--- src/rtl/ce_guard_pkg.sv ---
`timescale 1ns/1ps
package ce_guard_pkg;
    typedef enum logic [1:0] {
        ST_PASS = 2'd0,
        ST_HOLD = 2'd1,
        ST_LOCK = 2'd2
    } guard_state_t;
endpackage

--- src/rtl/ce_guard_timer.sv ---
`timescale 1ns/1ps
module ce_guard_timer #(
    parameter int HOLD_CYCLES = 3000
) (
    input  logic clk,
    input  logic rst_n,
    input  logic run,
    output logic last
);
    localparam int CW = $clog2(HOLD_CYCLES + 1);
    localparam logic [CW-1:0] LAST_VAL = CW'(HOLD_CYCLES - 1);

    logic [CW-1:0] cnt_q;

    // Counter sits at zero outside the hold state, so every window starts fresh.
    always_ff @(posedge clk or negedge rst_n) begin
        if (!rst_n)
            cnt_q <= '0;
        else if (!run)
            cnt_q <= '0;
        else if (cnt_q != LAST_VAL)
            cnt_q <= cnt_q + 1'b1;
    end

    assign last = run && (cnt_q == LAST_VAL);
endmodule

--- src/rtl/ce_guard_fsm.sv ---
`timescale 1ns/1ps
module ce_guard_fsm
    import ce_guard_pkg::*;
(
    input  logic         clk,
    input  logic         rst_n,
    input  logic         sys_rst,
    input  logic         ce_in_n,
    input  logic         hold_last,
    output guard_state_t state_q
);
    guard_state_t state_d;

    always_ff @(posedge clk or negedge rst_n) begin
        if (!rst_n)
            state_q <= ST_LOCK;
        else
            state_q <= state_d;
    end

    always_comb begin
        state_d = state_q;
        unique case (state_q)
            ST_PASS: begin
                // Only place a reset event can begin: entry is on the rising edge.
                if (sys_rst)
                    state_d = ce_in_n ? ST_LOCK : ST_HOLD;
            end
            ST_HOLD: begin
                if (!sys_rst)
                    state_d = ST_PASS;
                else if (ce_in_n || hold_last)
                    state_d = ST_LOCK;
            end
            ST_LOCK: begin
                if (!sys_rst)
                    state_d = ST_PASS;
            end
            default: state_d = ST_LOCK;
        endcase
    end
endmodule

--- src/rtl/ce_guard_outmux.sv ---
`timescale 1ns/1ps
module ce_guard_outmux
    import ce_guard_pkg::*;
(
    input  guard_state_t state_q,
    input  logic         ce_in_n,
    output logic         ce_out_n
);
    always_comb begin
        unique case (state_q)
            ST_PASS: ce_out_n = ce_in_n;
            ST_HOLD: ce_out_n = ce_in_n;
            ST_LOCK: ce_out_n = 1'b1;
            default: ce_out_n = 1'b1;
        endcase
    end
endmodule

--- src/rtl/ce_write_guard.sv ---
`timescale 1ns/1ps
module ce_write_guard
    import ce_guard_pkg::*;
#(
    parameter int HOLD_CYCLES = 3000
) (
    input  logic clk,
    input  logic rst_n,
    input  logic sys_rst,
    input  logic ce_in_n,
    output logic ce_out_n
);
    guard_state_t state_q;
    logic         hold_run;
    logic         hold_last;

    assign hold_run = (state_q == ST_HOLD);

    ce_guard_timer #(.HOLD_CYCLES(HOLD_CYCLES)) timer_i (
        .clk   (clk),
        .rst_n (rst_n),
        .run   (hold_run),
        .last  (hold_last)
    );

    ce_guard_fsm fsm_i (
        .clk       (clk),
        .rst_n     (rst_n),
        .sys_rst   (sys_rst),
        .ce_in_n   (ce_in_n),
        .hold_last (hold_last),
        .state_q   (state_q)
    );

    ce_guard_outmux mux_i (
        .state_q  (state_q),
        .ce_in_n  (ce_in_n),
        .ce_out_n (ce_out_n)
    );
endmodule

--- config.mk ---
export PLATFORM = sky130hd
export DESIGN_NAME = ce_write_guard
export DESIGN_NICKNAME = d
export VERILOG_FILES = /design/src/rtl/ce_guard_pkg.sv /design/src/rtl/ce_guard_timer.sv /design/src/rtl/ce_guard_fsm.sv /design/src/rtl/ce_guard_outmux.sv /design/src/rtl/ce_write_guard.sv
export SDC_FILE = /design/constraint.sdc
export NUM_CORES = 1
export LEC_CHECK = 0
export BUFFER_PORTS_ARGS = -buffer_cell sky130_fd_sc_hd__clkbuf_2
export CORE_MARGIN = 5
export CORE_UTILIZATION = 56
export DETAILED_ROUTE_END_ITERATION = 12
export GPL_TIMING_DRIVEN = 0
export MAX_ROUTING_LAYER = met4
export PLACE_DENSITY = 0.75
export SYNTH_ARGS = -nofsm -noshare
export SYNTH_HDL_FRONTEND = slang
export SYNTH_HIERARCHICAL = 1
export SYNTH_SLANG_ARGS = --single-unit
--- constraint.sdc ---
create_clock -name clk -period 2 [get_ports clk]
set_clock_uncertainty 0.1 [all_clocks]
set_input_delay 0.4 -clock clk [delete_from_list [all_inputs] [get_ports clk]]
set_output_delay 0.4 -clock clk [all_outputs]
set_load 0.01 [all_outputs]
==> metrics.yaml <==
hold_class: "in2reg"
h-tree-depth: 1
ys_warn_count: 6
path_class: "reg2reg"
fillers: 113
finalWeightedCongestion: 0.788
die_width_um: 46.6
holdPathEnd: "fsm_i/state_q[0]"
r2r-start: "timer_i/cnt_q[3]"
track_usage_pct: 17.5
hold_path_startpoint: "sys_rst"
slowest_stage: "or4b_4"
period_needed_ns: 1.85
ant_nets: 0
final.setup.tns_ns: 0
cts-root-to-sink-buffers: 2
placed_cells: 92
clk_latency_ns: 0.29
drt_pass1_iterations: 5
die_h_um: 46.6
grt_max_degree: 15
cts-buffers-inserted: 3
synth_cells: 73
async_flop_share_pct: 100
maxCapViolCount: 0
setup_viol: 0
rrSetupSlack_ns: 0.15
leakage_nw: 0.327
num_io_pins: 5
syn2layout_area_growth_pct: 12.2
cp-end-kind: "flop"
antenna_found_initial: 0
cp_cell_sequence: "buf_6, or4b_4, nor4_2, a211oi_2, and2_1"
cp.arrival_ns: 1.94
drc: 0
hold_path_depth: 2
routed_wl_mm: 1.43
root_buffer: "clkbuf_4"
vias: 606
r2r_end: "fsm_i/state_q[0]"
clk_pin_slew_ns: 0.09
grt-ovfl-total: 0
antenna_cells: 0
drv_slew: 0
initial_core_util_pct: 58.3
cp_data_required_time_ns: 2.09
design.core.area_mm2: 0.00128
finish.net_count: 88
grt_setup_unrepaired: "false"
reg2reg_depth: 5
cpPeakStageDelay_ns: 0.57
final_cell_mix: "13 x dfrtp_1, 8 x a21oi_1, 7 x nand2_1"
hold_viol_final: 0
cts_tree: "yes"
status: "completed"
drive_gt1_share_pct: 22.0
final_common_cell: "dfrtp_1"
syn_nets: 78
final_cell_count_no_fill: 97
p_per_area_mw_per_mm2: 625
ys_ff_latch: 14
syn_avg_cell_area_um2: 10.3
die_area_mm2: 0.00217
fin_crit_sh_pct: 92.6
max_slew_margin_pct: 76.0
seq_area_frac_synth_pct: 46.9
peakVddDrop_v: 0.000501
path_max_fanout: 9
synth_edf_count: 0
worstMarginPinSlew_ns: 0.360
avgRoutedWirePerCell_um: 14.7
max_freq_mhz: 540
viasPerCell: 6.25
grt_pass1_wl_mm: 2.59
drt-initial-drc-count: 15
post_cts_buffers: 0
grt_pass1_vias: 589
ys_types: 29
cp-start-kind: "flop"
synthFlopType: "dfrtp_1"
io_buffer_count: 4
rows: 13
cts_sinks: 14
syn_area_um2: 749
## layer usage
metal | up-vias | track usage (%) | share of wire, %
met5 | - | - | 0
met4 | 0 | 8.52 | 1.8
met2 | 10 | 27.7 | 51
met3 | 3 | 2.34 | 3.6
li1 | 291 | - | -
met1 | 302 | 21.5 | 43
## what timing repair did
action	CTS	global route
setup endpoints to repair	0	1
resized for setup	0	1
hold buffers	1	0
endpoints found under the hold margin	13	0
## sequential cells by signal (all words and copies together), names as in the netlist
| register | cells |
|---|---|
| timer_i/cnt_q | 12 |
| fsm_i/state_q | 2 |
## final cells by class
cell class / count / area (um2) / share of cell area (%)
multi-input cells: 56 / 385 / 45.8
flip-flops and latches: 14 / 352 / 41.8
clock buffers: 4 / 36.3 / 4.32
repair buffers: 5 / 30.0 / 3.57
well taps: 15 / 18.8 / 2.23
plain buffers: 1 / 11.3 / 1.34
inverters: 2 / 7.51 / 0.893
## worst max-delay path by stage
stage | slack, ns | start | cells after the start | end
after floorplan | 0.16 | timer_i/cnt_q[3] | 5 | fsm_i/state_q[0]
after global routing | 0.06 | timer_i/cnt_q[3] | 5 | fsm_i/state_q[0]
after detailed placement | 0.1 | timer_i/cnt_q[3] | 5 | fsm_i/state_q[0]
final | 0.15 | timer_i/cnt_q[3] | 5 | fsm_i/state_q[0]
after CTS | 0.08 | timer_i/cnt_q[3] | 5 | fsm_i/state_q[0]
after global placement | 0.1 | timer_i/cnt_q[3] | 5 | fsm_i/state_q[0]
## power by group
group          leakage [nW]  internal (W)  switching [W]
clock                0.0210      0.000111      0.0000956
combinational         0.115     0.0000103      0.0000158
sequential            0.191      0.000288     0.00000489
total                 0.327      0.000409       0.000116
## critical path, delay by kind of cell (launching register included)
family          cells  cell delay [ns]
buf+inv             1             0.14
flops               1             0.38
simple gates        3             1.02
compound gates      1             0.12
## metrics by stage
step	setup WS (ns)	total power [W]	hold slack [ns]	cell area [um2]	utilization, %
floorplan	0.162	0.000310	0.00441	749	-
global placement	0.0965	0.000323	0.221	788	61.3
detailed placement	0.0991	0.000324	0.228	788	61.3
CTS	0.0775	0.000532	0.232	835	64.9
global route	0.0612	0.000549	0.252	841	65.4
finish	0.147	0.000526	0.235	841	65.4
## cells in the mapped netlist (2+ instances only)
master | n | area, um2
nand2_1 | 7 | 26.3
o21ai_0 | 5 | 25.0
mux2i_1 | 2 | 20.0
nand4_1 | 2 | 12.5
nor2_1 | 3 | 11.3
dfrtp_1 | 13 | 325
or3_1 | 5 | 31.3
nand3_1 | 4 | 20.0
a21oi_1 | 8 | 40.0
or4_1 | 3 | 22.5
o31ai_1 | 3 | 22.5
## cells by family (layout without fill, tap and decap cells)
logic type                 count (synthesis)  after routing  synth area share [%]
buffers and inverters                      3             12                  2.50
muxes                                      2              2                  2.67
DFF                                       14             14                  46.9
and+or+nand+nor                           33             33                  29.7
AOI/OAI and AO/OA                         19             19                  15.4
xor gates and xnor gates                   1              1                  1.17
adders and majority gates                  1              1                  1.67
Power figures use the tool's default switching activity.
